[config.mk]
export PLATFORM = sky130hd
export DESIGN_NAME = usb_in_xfer_ctr
export DESIGN_NICKNAME = d
export VERILOG_FILES = /design/src/rtl/usb_in_xfer_pkg.sv /design/src/rtl/usb_in_byte_ctr.sv /design/src/rtl/usb_in_pkt_ctr.sv /design/src/rtl/usb_in_iso_pid.sv /design/src/rtl/usb_in_xfer_ctr.sv
export SDC_FILE = /design/constraint.sdc
export NUM_CORES = 1
export LEC_CHECK = 0
export ABC_AREA = 1
export BUFFER_PORTS_ARGS = -buffer_cell sky130_fd_sc_hd__buf_2
export CAP_MARGIN = 40
export CORE_AREA = 5 5 121 123
export CTS_CLUSTER_DIAMETER = 50
export DETAILED_ROUTE_END_ITERATION = 6
export DIE_AREA = 0 0 126 128
export PLACE_DENSITY = 0.54
export SYNTH_ARGS = -nofsm -noshare
export SYNTH_HDL_FRONTEND = slang
export SYNTH_HIERARCHICAL = 1
export SYNTH_SLANG_ARGS = --single-unit
[constraint.sdc]
create_clock -name clk -period 1.2 [get_ports clk]
set_input_delay 0.12 -clock clk [delete_from_list [all_inputs] [get_ports clk]]
set_output_delay 0.12 -clock clk [all_outputs]
set_load 0.02 [all_outputs]
[src/rtl/usb_in_xfer_pkg.sv]
package usb_in_xfer_pkg;
  typedef enum logic [1:0] {
    PID_DATA0 = 2'd0,
    PID_DATA1 = 2'd1,
    PID_DATA2 = 2'd2
  } data_pid_e;
endpackage

[src/rtl/usb_in_byte_ctr.sv]
module usb_in_byte_ctr #(
  parameter int W     = 19,
  parameter int LEN_W = 11
) (
  input  logic             clk,
  input  logic             rst_n,
  input  logic             load,
  input  logic [W-1:0]     load_val,
  input  logic             dec_en,
  input  logic [LEN_W-1:0] dec_len,
  output logic [W-1:0]     count,
  output logic [W-1:0]     count_nxt,
  output logic             overrun
);
  localparam int PAD = W + 1 - LEN_W;

  logic [W:0] len_wide;
  logic       upd;

  assign len_wide = {{PAD{1'b0}}, dec_len};
  assign upd      = load | dec_en;

  always_comb begin
    count_nxt = count;
    overrun   = 1'b0;
    if (load) begin
      count_nxt = load_val;
    end else if (dec_en) begin
      if (len_wide > {1'b0, count}) begin
        count_nxt = '0;
        overrun   = 1'b1;
      end else begin
        count_nxt = count - len_wide[W-1:0];
      end
    end
  end

  always_ff @(posedge clk or negedge rst_n) begin
    if (!rst_n) begin
      count <= '0;
    end else if (upd) begin
      count <= count_nxt;
    end
  end
endmodule

[src/rtl/usb_in_pkt_ctr.sv]
module usb_in_pkt_ctr #(
  parameter int W = 10
) (
  input  logic         clk,
  input  logic         rst_n,
  input  logic         load,
  input  logic [W-1:0] load_val,
  input  logic         dec_en,
  output logic [W-1:0] count,
  output logic [W-1:0] count_nxt
);
  logic upd;
  assign upd = load | dec_en;

  always_comb begin
    count_nxt = count;
    if (load) begin
      count_nxt = load_val;
    end else if (dec_en && (count != '0)) begin
      count_nxt = count - W'(1);
    end
  end

  always_ff @(posedge clk or negedge rst_n) begin
    if (!rst_n) begin
      count <= '0;
    end else if (upd) begin
      count <= count_nxt;
    end
  end
endmodule

[src/rtl/usb_in_iso_pid.sv]
module usb_in_iso_pid
  import usb_in_xfer_pkg::*;
#(
  parameter int MC_W = 2
) (
  input  logic            clk,
  input  logic            rst_n,
  input  logic            iso,
  input  logic [MC_W-1:0] mc,
  input  logic            uframe_start,
  input  logic            pkt_sent,
  output data_pid_e       pid
);
  localparam logic [MC_W-1:0] SLOT_MAX = '1;

  logic [MC_W-1:0] slot;
  logic [MC_W-1:0] slot_nxt;
  logic [MC_W-1:0] mc_eff;
  logic [MC_W-1:0] first_code;
  logic [MC_W-1:0] code;
  logic            slot_upd;

  assign slot_upd = uframe_start | pkt_sent;

  always_comb begin
    slot_nxt = slot;
    if (uframe_start) begin
      slot_nxt = '0;
    end else if (pkt_sent && (slot != SLOT_MAX)) begin
      slot_nxt = slot + MC_W'(1);
    end
  end

  always_ff @(posedge clk or negedge rst_n) begin
    if (!rst_n) begin
      slot <= '0;
    end else if (slot_upd) begin
      slot <= slot_nxt;
    end
  end

  always_comb begin
    mc_eff     = (mc == '0) ? MC_W'(1) : mc;
    first_code = mc_eff - MC_W'(1);
    if (!iso || (slot >= first_code)) begin
      code = '0;
    end else begin
      code = first_code - slot;
    end
    pid = data_pid_e'(code[1:0]);
  end
endmodule

[src/rtl/usb_in_xfer_ctr.sv]
module usb_in_xfer_ctr
  import usb_in_xfer_pkg::*;
#(
  parameter int XFER_W = 19,
  parameter int PKT_W  = 10,
  parameter int MC_W   = 2,
  parameter int LEN_W  = 11
) (
  input  logic             clk,
  input  logic             rst_n,
  input  logic             cfg_wr_en,
  input  logic [31:0]      cfg_wr_data,
  input  logic             ep_en_set,
  input  logic             iso_ep,
  input  logic             uframe_start,
  input  logic             fifo_wr_evt,
  input  logic [LEN_W-1:0] fifo_wr_len,
  input  logic             fifo_rd_evt,
  output logic [31:0]      cfg_rd_data,
  output logic             ep_enabled,
  output logic             xfer_done_irq,
  output logic             len_err,
  output logic [1:0]       data_pid
);
  localparam int PKT_LSB = XFER_W;
  localparam int MC_LSB  = XFER_W + PKT_W;
  localparam int USED    = MC_LSB + MC_W;

  // reset: asynchronous assert, synchronous release
  logic [1:0] rst_pipe;
  logic       rst_sync_n;

  always_ff @(posedge clk or negedge rst_n) begin
    if (!rst_n) begin
      rst_pipe <= '0;
    end else begin
      rst_pipe <= {rst_pipe[0], 1'b1};
    end
  end
  assign rst_sync_n = rst_pipe[1];

  logic              en_q, en_nxt;
  logic              irq_q, irq_nxt;
  logic              err_q, err_nxt;
  logic [MC_W-1:0]   mc_q;
  logic              cfg_load, wr_acc, rd_acc, done;
  logic [XFER_W-1:0] byte_cnt, byte_nxt;
  logic [PKT_W-1:0]  pkt_cnt, pkt_nxt;
  logic              overrun;
  data_pid_e         pid_sel;
  logic              unused_hi;

  assign cfg_load  = cfg_wr_en & ~en_q;
  assign wr_acc    = fifo_wr_evt & en_q;
  assign rd_acc    = fifo_rd_evt & en_q;
  assign unused_hi = ^cfg_wr_data[31:USED];

  usb_in_byte_ctr #(.W(XFER_W), .LEN_W(LEN_W)) u_bytes (
    .clk       (clk),
    .rst_n     (rst_sync_n),
    .load      (cfg_load),
    .load_val  (cfg_wr_data[XFER_W-1:0]),
    .dec_en    (wr_acc),
    .dec_len   (fifo_wr_len),
    .count     (byte_cnt),
    .count_nxt (byte_nxt),
    .overrun   (overrun)
  );

  usb_in_pkt_ctr #(.W(PKT_W)) u_pkts (
    .clk       (clk),
    .rst_n     (rst_sync_n),
    .load      (cfg_load),
    .load_val  (cfg_wr_data[PKT_LSB +: PKT_W]),
    .dec_en    (rd_acc),
    .count     (pkt_cnt),
    .count_nxt (pkt_nxt)
  );

  usb_in_iso_pid #(.MC_W(MC_W)) u_pid (
    .clk          (clk),
    .rst_n        (rst_sync_n),
    .iso          (iso_ep),
    .mc           (mc_q),
    .uframe_start (uframe_start),
    .pkt_sent     (rd_acc),
    .pid          (pid_sel)
  );

  // next-state logic
  always_comb begin
    done    = en_q && (byte_nxt == '0) && (pkt_nxt == '0);
    en_nxt  = en_q ? ~done : ep_en_set;
    irq_nxt = done;
    if (cfg_load) begin
      err_nxt = 1'b0;
    end else begin
      err_nxt = err_q | overrun;
    end
  end

  // registers
  always_ff @(posedge clk or negedge rst_sync_n) begin
    if (!rst_sync_n) begin
      en_q  <= 1'b0;
      irq_q <= 1'b0;
      err_q <= 1'b0;
    end else begin
      en_q  <= en_nxt;
      irq_q <= irq_nxt;
      err_q <= err_nxt;
    end
  end

  always_ff @(posedge clk or negedge rst_sync_n) begin
    if (!rst_sync_n) begin
      mc_q <= '0;
    end else if (cfg_load) begin
      mc_q <= cfg_wr_data[MC_LSB +: MC_W];
    end
  end

  always_comb begin
    cfg_rd_data                      = '0;
    cfg_rd_data[XFER_W-1:0]          = byte_cnt;
    cfg_rd_data[PKT_LSB +: PKT_W]    = pkt_cnt;
    cfg_rd_data[MC_LSB +: MC_W]      = mc_q;
  end

  assign ep_enabled    = en_q;
  assign xfer_done_irq = irq_q;
  assign len_err       = err_q;
  assign data_pid      = pid_sel;
endmodule

After elaboration in Yosys (flattened, before gate mapping)
Cells that the tools add are included.
{"block": "op_classes", "add_sub_neg": 5, "magnitude_cmp": 2, "n_eq_ne": 1, "mux": 14, "bitwise_logic": 9, "n_reduce_logical": 12}
{"operator": "$mux 19", "n": 3}
{"operator": "$mux 10", "n": 2}
{"operator": "$gt 11x19->1", "n": 1}
{"operator": "$logic_not 19->1", "n": 1}
{"operator": "$sub 19x11->19", "n": 1}
{"operator": "$logic_not 10->1", "n": 1}
{"operator": "$reduce_bool 10->1", "n": 1}
{"operator": "$sub 10x1->10 const B", "n": 1}
{"operator": "$mux 2", "n": 4}
{"operator": "$mux 1", "n": 5}
{"operator": "$logic_and 1x1->1", "n": 4}
{"operator": "$or 1x1->1", "n": 4}
{"operator": "$and 1x1->1", "n": 3}
{"operator": "$add 2x1->2 const B", "n": 1}
{"operator": "$ge 2x2->1", "n": 1}
{"operator": "$logic_not 2->1", "n": 1}
{"operator": "$ne 2x2->1 const B", "n": 1}
{"operator": "$not 1->1", "n": 2}
{"operator": "$reduce_and 2->1", "n": 1}
{"operator": "$reduce_bool 2->1", "n": 1}
{"operator": "$sub 2x1->2 const B", "n": 1}
{"operator": "$sub 2x2->2", "n": 1}
{"operator": "$logic_not 1->1", "n": 1}
{"operator": "$logic_or 1x1->1", "n": 1}
{"block": "totals", "reg_bits": 38, "input_bits": 51, "out_inout_bits": 37, "elab_cells": 51}

Logic depth before layout (Yosys ltp)
Gate-level depths: netlist of run 1.
{"block": "logic_depth", "depth_word": 9, "mapped_depth": 20, "depth_no_buf": 20}

Modules after synthesis
The synthesis of run 1 kept the hierarchy.
{"mod": "usb_in_byte_ctr", "n_inst": 1, "cells_per_inst": 312, "area_per_inst_um2": 1928.1, "seq_area_each_um2": 475.5}
{"mod": "usb_in_pkt_ctr", "n_inst": 1, "cells_per_inst": 117, "area_per_inst_um2": 773.2, "seq_area_each_um2": 250.2}
{"mod": "usb_in_xfer_ctr", "n_inst": 1, "cells_per_inst": 56, "area_per_inst_um2": 370.4, "seq_area_each_um2": 175.2}
{"mod": "usb_in_iso_pid", "n_inst": 1, "cells_per_inst": 25, "area_per_inst_um2": 188.9, "seq_area_each_um2": 50.0}

Worst setup path after synthesis of run 1
No wires, ideal clock.
{"block": "synth_timing", "path_kind": "reg-to-reg", "start": "register u_bytes.count[0]", "end": "register en_q (netlist: ep_enabled)", "setup_ps": 117, "t_arrival_ps": 2173, "required_ps": 1083, "slack_ps": -1091, "stages_incl_launch_ff": 18, "path_buffers": 0, "synth_period_minus_slack_ps": 2291, "path_cell_list": "dfrtp_1 inv_1 ha_1 fa_1 inv_1 nand3_1 nand3_1 nand3_1 nand3_1 nand2_1 nand2_1 o21ai_1 nor2_1 nand2_1 nor2_1 nand2_1 nor2_2 nor2_1"}
{"block": "synth_via", "elab_chain_len": 9, "word_cells_on_any_way": 10, "cone_classes": "add/sub (1); order compare (1); mux (4); bitwise (1); reduce/logical (3)"}
{"item": "start: declaration", "line_no": "usb_in_byte_ctr.sv:11", "rtl": "output logic [W-1:0] count,"}
{"item": "start signal: assignment", "line_no": "usb_in_byte_ctr.sv:42", "rtl": "count <= count_nxt;"}
{"item": "$sub 19x11->19 or $gt 11x19->1 (tied branches)", "line_no": "usb_in_byte_ctr.sv:33, usb_in_byte_ctr.sv:29"}
{"item": "$mux 19 (*)", "line_no": "usb_in_byte_ctr.sv:29", "rtl": "if (len_wide > {1'b0, count}) begin"}
{"item": "$mux 19 (*)", "line_no": "usb_in_byte_ctr.sv:28", "rtl": "end else if (dec_en) begin"}
{"item": "$mux 19 (*)", "line_no": "usb_in_byte_ctr.sv:26", "rtl": "if (load) begin"}
{"item": "via byte_nxt[16]", "line_no": "usb_in_xfer_ctr.sv:47", "rtl": "logic [XFER_W-1:0] byte_cnt, byte_nxt;"}
{"item": "$logic_not 19->1 (*)", "line_no": "usb_in_xfer_ctr.sv:92", "rtl": "done = en_q && (byte_nxt == '0) && (pkt_nxt == '0);"}
{"item": "$logic_and 1x1->1 (*) (2 in a row)", "line_no": "usb_in_xfer_ctr.sv:92"}
{"item": "via done", "line_no": "usb_in_xfer_ctr.sv:46", "rtl": "logic cfg_load, wr_acc, rd_acc, done;"}
{"item": "$not 1->1 (*)", "line_no": "usb_in_xfer_ctr.sv:93", "rtl": "en_nxt = en_q ? ~done : ep_en_set;"}
{"item": "$mux 1 (*)", "line_no": "usb_in_xfer_ctr.sv:93"}
{"item": "via en_nxt", "line_no": "usb_in_xfer_ctr.sv:42", "rtl": "logic en_q, en_nxt;"}
{"item": "end signal: assignment", "line_no": "usb_in_xfer_ctr.sv:109", "rtl": "en_q <= en_nxt;"}
{"item": "end: declaration", "line_no": "usb_in_xfer_ctr.sv:42"}
Mark *: on every way through the listed nets, which the timed path passes. The rest lies on a longest branch.
A chain may end at the register's enable or synchronous reset.

Worst setup path in the final report of run 1
{"block": "layout_timing", "start": "register u_bytes.count[8]", "end": "register en_q (netlist: ep_enabled)"}
{"block": "layout_via", "elab_chain_len": 9, "word_cells_on_any_way": 10, "cone_classes": "add/sub (1); order compare (1); mux (4); bitwise (1); reduce/logical (3)"}
{"item": "$gt 11x19->1", "line_no": "usb_in_byte_ctr.sv:29"}
{"item": "$mux 19", "line_no": "usb_in_byte_ctr.sv:29"}
{"item": "$mux 19", "line_no": "usb_in_byte_ctr.sv:28"}
{"item": "$mux 19", "line_no": "usb_in_byte_ctr.sv:26"}
{"item": "via byte_nxt[4]", "line_no": "usb_in_xfer_ctr.sv:47"}
{"item": "$logic_not 19->1", "line_no": "usb_in_xfer_ctr.sv:92"}
{"item": "$logic_and 1x1->1 (2 in a row)", "line_no": "usb_in_xfer_ctr.sv:92"}
{"item": "via done", "line_no": "usb_in_xfer_ctr.sv:46"}
{"item": "$not 1->1", "line_no": "usb_in_xfer_ctr.sv:93"}
{"item": "$mux 1", "line_no": "usb_in_xfer_ctr.sv:93"}
{"item": "via en_nxt", "line_no": "usb_in_xfer_ctr.sv:42"}
The timed path passes the listed nets, and every way through them passes these cells.

==> impl_metrics.tcl, run 1 <==
set metrics [dict create \
    cp_num_buf_inv 1 \
    wl_per_cell_um 13.26 \
    synth_flop_cell "dfrtp_1" \
    root_buffer "clkbuf_16" \
    grt_max_degree 37 \
    vias 4083 \
    swShare 0.4494 \
    stdcell_area_um2 5884 \
    area_delta_synth_final_pct 80.47 \
    fin_crit_ns 2.306 \
    cp_cell_sequence "ha_4 -> nand2_2 -> nand2_2 -> nand2_2 -> nand2_2 -> a21oi_4 -> nand3_4 -> buf_12 -> nand3b_4 -> nand3_2 -> or2_4 -> nor2_4 -> nand2_2 -> nor2_2 -> nor2_1" \
    crit_type "flop to flop" \
    ant_nets 0 \
    fill_cells 1355 \
    routed_wl_um 12240 \
    ff2ff_path_depth 15 \
    routed_via_density 4.424 \
    hold_slack_ns 0.04547 \
    core_area_um2 13560 \
    final_util 0.4340 \
    holdPathStages 3 \
    yosysTopAreaCellShare 0.2916 \
    synth_nets 578 \
    p_seq_frac 0.171 \
    netlist_area_um2 3261 \
    synth_compound_area_frac 0.05641 \
    rsz0062_at_grt "true" \
    combPwrFrac 0.726 \
    antenna_found_initial 0 \
    grt_first_pass_wirelength_um 19470 \
    crit_family "simple AND/OR/NAND/NOR gates" \
    crit_fanout 6 \
    cp-start-kind "flop" \
    cts_tree "yes" \
    outcome "finished, violations left" \
    yosysTopAreaCell "dfrtp_1" \
    clock_path_buffers 2 \
    portBuffers 85 \
    p_int_mw 7.298 \
    gp_congestion 0.8771 \
    drive_gt1_frac 0.5410 \
    violations "setup timing" \
    synthAdderAreaFrac 0.06984 \
    cts_buffers 5 \
    drc_errors 0 \
    tns_ns -19.51 \
    diodes 0 \
    critical_path.max_stage_delay_ns 0.42 \
    r2r-end "ep_enabled$_DFF_PN0_" \
    p_leak_nw 3.098 \
    layout.nets 810 \
    finalSetupViolCount 36 \
    r2r_start "u_bytes/count[8]$_DFFE_PN0P_" \
    cp_slowest_cell "dfrtp_2" \
    synth_edf_count 0 \
    firstDrtPassIters 5 \
    yosys.area_share.xor_xnor 0.01343 \
    min_to "mc_q[1]$_DFFE_PN0P_" \
    synth_seq_cells 38 \
    power_switching_mw 5.958 \
    maxSlewViolCount 0 \
    drv_cap 0 \
    grt_pass1_vias 4081 \
    yosysMostFrequentCell "nand2_1" \
    fin_crit_sh 1.922 \
    hpwl_um 9553 \
    drtIter0Drc 251 \
    p_total_mw 13.26 \
    htreeDepth 2 \
    synthTopCellsByArea "dfrtp_1 (29%), nand2_1 (23%), inv_1 (7.3%)" \
    syn_inst 510 \
    critPathArrivalTime_ns 2.47 \
    yosys.area_share.simple 0.4670 \
    place_area_um2 5052 \
    cts_sinks 38 \
    clk_pin_slew_ns 0.06 \
    synth_warnings 6 \
    synth_top_family_by_area "simple AND/OR/NAND/NOR gates" \
    reg2reg_slack_ns -1.11 \
    grt_util_all_layers 0.1472 \
    holdCritPathClass "input port to flop" \
    power_frac_clock 0.104 \
    vdd_ir_drop_max_v 0.001152 \
    path_common_cell "nand2_2" \
    row_count 43 \
    ys_seq_area_frac 0.2916 \
    max_freq_mhz 433.6 \
    clk_latency_ns 0.28 \
    die_y_um 128 \
    synth_common_cells "nand2_1 (201), inv_1 (63), nor2_1 (49)" \
    syn_avg_cell_area_um2 6.393 \
    crit_cells 15 \
    ios 88 \
    cp-end-kind "flop" \
    required_ns 1.37 \
    setup_ws_ns -1.106 \
    power.density_nw_per_um2 2253 \
    synthMuxAreaShare 0 \
    grt-ovfl-total 0 \
    fin_cells 923 \
    dp_slack_ns -1.228 \
    dieArea_um2 16130 \
    start_util 0.2405 \
    yosysUniqueCellTypes 39 \
    fin_skew_ns 0.003703 \
    synthArstFlopShare 1.000 \
    final_hold_viol_count 0 \
    hp-start "cfg_wr_data[30]" \
    die-width_um 126 \
    place_inst 889 \
]
-- how the worst max path moves through the flow --
stage                                             from                    to  slack, ns
final                     u_bytes/count[8]$_DFFE_PN0P_  ep_enabled$_DFF_PN0_      -1.11
after global routing      u_bytes/count[2]$_DFFE_PN0P_  ep_enabled$_DFF_PN0_      -1.23
after CTS                 u_bytes/count[8]$_DFFE_PN0P_  ep_enabled$_DFF_PN0_      -1.10
after detailed placement  u_bytes/count[4]$_DFFE_PN0P_  ep_enabled$_DFF_PN0_      -1.23
after global placement    u_bytes/count[4]$_DFFE_PN0P_  ep_enabled$_DFF_PN0_      -1.17
after floorplan           u_bytes/count[4]$_DFFE_PN0P_  ep_enabled$_DFF_PN0_      -0.90
-- cell type report --
cell class                 count  area (um2)  share of cell area
timing repair buffer         233        1707              0.2900
sequential                    38       968.4              0.1646
clock inverter                 2       12.51            0.002126
clock buffer                   6       138.9             0.02360
multi-input combinational    394        2556              0.4344
tap                          180       225.2             0.03827
inverter                      70       276.5             0.04699
-- routing by layer --
layer	GRT usage	routed length (um)	up-vias
met2	0.2604	6020	124
li1	-	-	2073
met5	0	0	-
met3	0.02500	727	11
met4	0.03407	133	0
met1	0.1879	5360	1875
-- flip-flops by register name, indices dropped and copies added, names as in the netlist --
| signal | cells |
|---|---|
| u_bytes/count | 19 |
| u_pkts/count | 10 |
| mc_q | 2 |
| rst_pipe | 2 |
| u_pid/slot | 2 |
| ep_enabled | 1 |
| len_err | 1 |
| xfer_done_irq | 1 |
-- worst reg2reg max path: stages, from the launching register on --
cell and delay [ns]:
dfrtp_2 0.42, ha_4 0.25, nand2_2 0.08, nand2_2 0.07, nand2_2 0.07, nand2_2 0.06, a21oi_4 0.20, nand3_4 0.12
buf_12 0.17, nand3b_4 0.08, nand3_2 0.06, or2_4 0.27, nor2_4 0.12, nand2_2 0.07, nor2_2 0.11, nor2_1 0.06
-- timing repair --
item	4_1_cts	5_1_grt
pin swaps	23	38
gates resized for setup	60	78
setup endpoints to repair	37	39
endpoints found under the hold margin	2	0
hold buffers	1	0
gates cloned	1	0
buffers inserted	16	11
-- power by group through the flow --
| stage | logic, mW | registers (mW) | clock network [mW] |
|---|---|---|---|
| after floorplan | 3.76 | 2.94 | 0 |
| after global placement | 7.98 | 2.23 | 0 |
| after detailed placement | 8.09 | 2.25 | 0 |
| after CTS | 8.76 | 2.23 | 1.45 |
| after global routing | 10.5 | 2.32 | 1.48 |
| final | 9.62 | 2.26 | 1.37 |
-- cells by family (layout without fill, tap and decap cells) --
| kind of cell | Yosys count | in the layout |
|---|---|---|
| DFF | 38 | 38 |
| xor gates and xnor gates | 5 | 5 |
| other | 2 | 2 |
| adders and majority gates | 17 | 17 |
| and+or+nand+nor | 341 | 342 |
| buffers and inverters | 79 | 311 |
| AOI/OAI and AO/OA | 28 | 28 |
-- layout by cell type (no fill, tap or decap), types with 3 or more instances in the layout --
cell       instances
nor2_4             8
nand2_2           50
buf_6             28
buf_2             80
o21ai_1            6
ha_4              12
or2_2              4
inv_4              4
xnor2_1            4
nor2_1            38
ha_1               3
a21oi_2            5
dfrtp_2           14
nand3_4            5
nor2_2             9
inv_1             51
buf_12             4
o211ai_1           4
buf_4            120
nand2_1          151
nand3_2           12
inv_2             13
clkbuf_16          5
nand3b_1           3
nand2_4           11
nand3_1           26
nand4_1           15
a22oi_1            5
dfrtp_1           24
(Power assumes the default switching activity.)
==> run 2: changes to the inputs <==
Settings changed: CTS_BUF_LIST set to sky130_fd_sc_hd__clkbuf_2 sky130_fd_sc_hd__clkbuf_4 sky130_fd_sc_hd__clkbuf_8.
==> run 2 against run 1 <==
Net effect: the flow still finishes with violations (setup timing); sequential power hardly changed; final area stayed put; global-route usage is 0.079 points higher; critical endpoint unchanged; largest cell class unchanged.
==> impl_metrics.tcl, run 2 (same netlist as run 1, synthesis figures left out) <==
set metrics [dict create \
    hp-start "cfg_wr_data[30]" \
    p_leak_nw 3.099 \
    stdcell_area_um2 5884 \
    ff2ff_path_depth 17 \
    max_freq_mhz 433.1 \
    start_util 0.2405 \
    fin_crit_sh 1.924 \
    grt_util_all_layers 0.1480 \
    r2r-end "ep_enabled$_DFF_PN0_" \
    diodes 0 \
    routed_wl_um 12390 \
    firstDrtPassIters 5 \
    fin_skew_ns 0.006643 \
    critPathArrivalTime_ns 2.50 \
    mostFrequentLayoutCell "nand2_1" \
    cts_buffers 5 \
    ant_nets 0 \
    row_count 43 \
    rsz0062_at_grt "true" \
    drc_errors 0 \
    htreeDepth 2 \
    fin_crit_ns 2.309 \
    grt_max_degree 37 \
    largest-register "u_bytes/count" \
    cts_tree "yes" \
    power.density_nw_per_um2 2219 \
    setup_ws_ns -1.109 \
    final_cell_mix "nand2_1 (150), buf_4 (120), buf_2 (78), nand2_2 (51), inv_1 (51)" \
    place_area_um2 5052 \
    drv_cap 0 \
    clock_path_buffers 2 \
    finalSetupViolCount 37 \
    wl_per_cell_um 13.38 \
    grt-ovfl-total 0 \
    reg2reg_slack_ns -1.11 \
    cp-start-kind "flop" \
    final_hold_viol_count 0 \
    cts_sinks 38 \
    gp_congestion 0.8771 \
    clk_pin_slew_ns 0.08 \
    violations "setup timing" \
    hpwl_um 9553 \
    final_util 0.4340 \
    largest_reg_flops 19 \
    vdd_ir_drop_max_v 0.001063 \
    largest_registers "u_bytes/count (19), u_pkts/count (10)" \
    portBuffers 85 \
    critical_path.max_stage_delay_ns 0.40 \
    dieArea_um2 16130 \
    p_total_mw 13.06 \
    root_buffer "clkbuf_8" \
    area_delta_synth_final_pct 80.47 \
    layout.nets 813 \
    cp-end-kind "flop" \
    cp-endpoint "ep_enabled$_DFF_PN0_" \
    r2r_start "u_bytes/count[0]$_DFFE_PN0P_" \
    drive_gt1_frac 0.5402 \
    vias 4144 \
    antenna_found_initial 0 \
    clk_latency_ns 0.30 \
    required_ns 1.39 \
    crit_start "u_bytes/count[0]$_DFFE_PN0P_" \
    die-width_um 126 \
    drtIter0Drc 243 \
    path_common_cell "nand2_2" \
    holdCritPathClass "input port to flop" \
    grt_first_pass_wirelength_um 19620 \
    core_area_um2 13560 \
    outcome "finished, violations left" \
    dp_slack_ns -1.228 \
    hold_slack_ns 0.02596 \
    maxSlewViolCount 0 \
    ios 88 \
    crit_fanout 4 \
    routed_via_density 4.475 \
    die_y_um 128 \
    cp_slowest_cell "fa_2" \
    cp_cell_sequence "inv_2 -> ha_4 -> fa_2 -> inv_4 -> nand3_4 -> nand3_4 -> nand2_2 -> nand2_2 -> a21boi_1 -> o211ai_2 -> nand2_1 -> nor2_2 -> nand2_2 -> nor2_4 -> nand2_2 -> nor2_2 -> nor2_1" \
    grt_pass1_vias 4123 \
    crit_type "flop to flop" \
]
## run 2: worst min-delay path by stage
stage | cells after the start | end
global route | 3 | mc_q[1]$_DFFE_PN0P_
detailed placement | 1 | rst_pipe[1]$_DFF_PN0_
finish | 3 | mc_q[1]$_DFFE_PN0P_
global placement | 1 | rst_pipe[0]$_DFF_PN0_
floorplan | 0 | rst_pipe[0]$_DFF_PN0_
CTS | 3 | mc_q[1]$_DFFE_PN0P_
## run 2: layer usage
layer / GRT usage / vias up / share of wire
met3: 0.02625 / 23 / 0.061
li1: - / 2076 / -
met4: 0.04101 / 0 / 0.016
met1: 0.1881 / 1906 / 0.43
met5: 0 / - / 0
met2: 0.2585 / 139 / 0.49
## run 2: area by class of cell
cell class	instances	area, um2
fill	1349	7674
multi-input combinational	394	2566
timing repair buffer	236	1753
sequential	38	968.4
inverter	70	276.5
tap	180	225.2
clock buffer	6	82.58
clock inverter	2	12.51
## run 2: critical path, delay by kind of cell, from the launching register on
kind | cells | cell delay (ns)
simple gates | 11 | 0.96
fa+ha+maj | 2 | 0.56
flops | 1 | 0.37
buf+inv | 2 | 0.14
compound gates | 2 | 0.14
## run 2: power by group
| group | total, mW | internal, mW | switching (mW) |
|---|---|---|---|
| clock network | 0.980 | 0.463 | 0.517 |
| registers | 2.27 | 1.80 | 0.462 |
| logic | 9.81 | 4.82 | 4.99 |
## run 2: repair_timing
| action | CTS | global route |
|---|---|---|
| hold endpoints to repair | 2 | 0 |
| gates cloned | 1 | 0 |
| endpoints found under the setup margin | 37 | 41 |
| gates resized for setup | 70 | 77 |
| pin swaps | 34 | 54 |
| buffers inserted | 23 | 11 |
| hold buffers | 1 | 0 |
## run 2: per-stage QoR
step                      cells  TNS [ns]
after floorplan             510    -13.72
after CTS                   921    -19.66
after global placement      889    -17.39
after detailed placement    889    -18.74
after global routing        926    -23.30
final                       926    -20.10
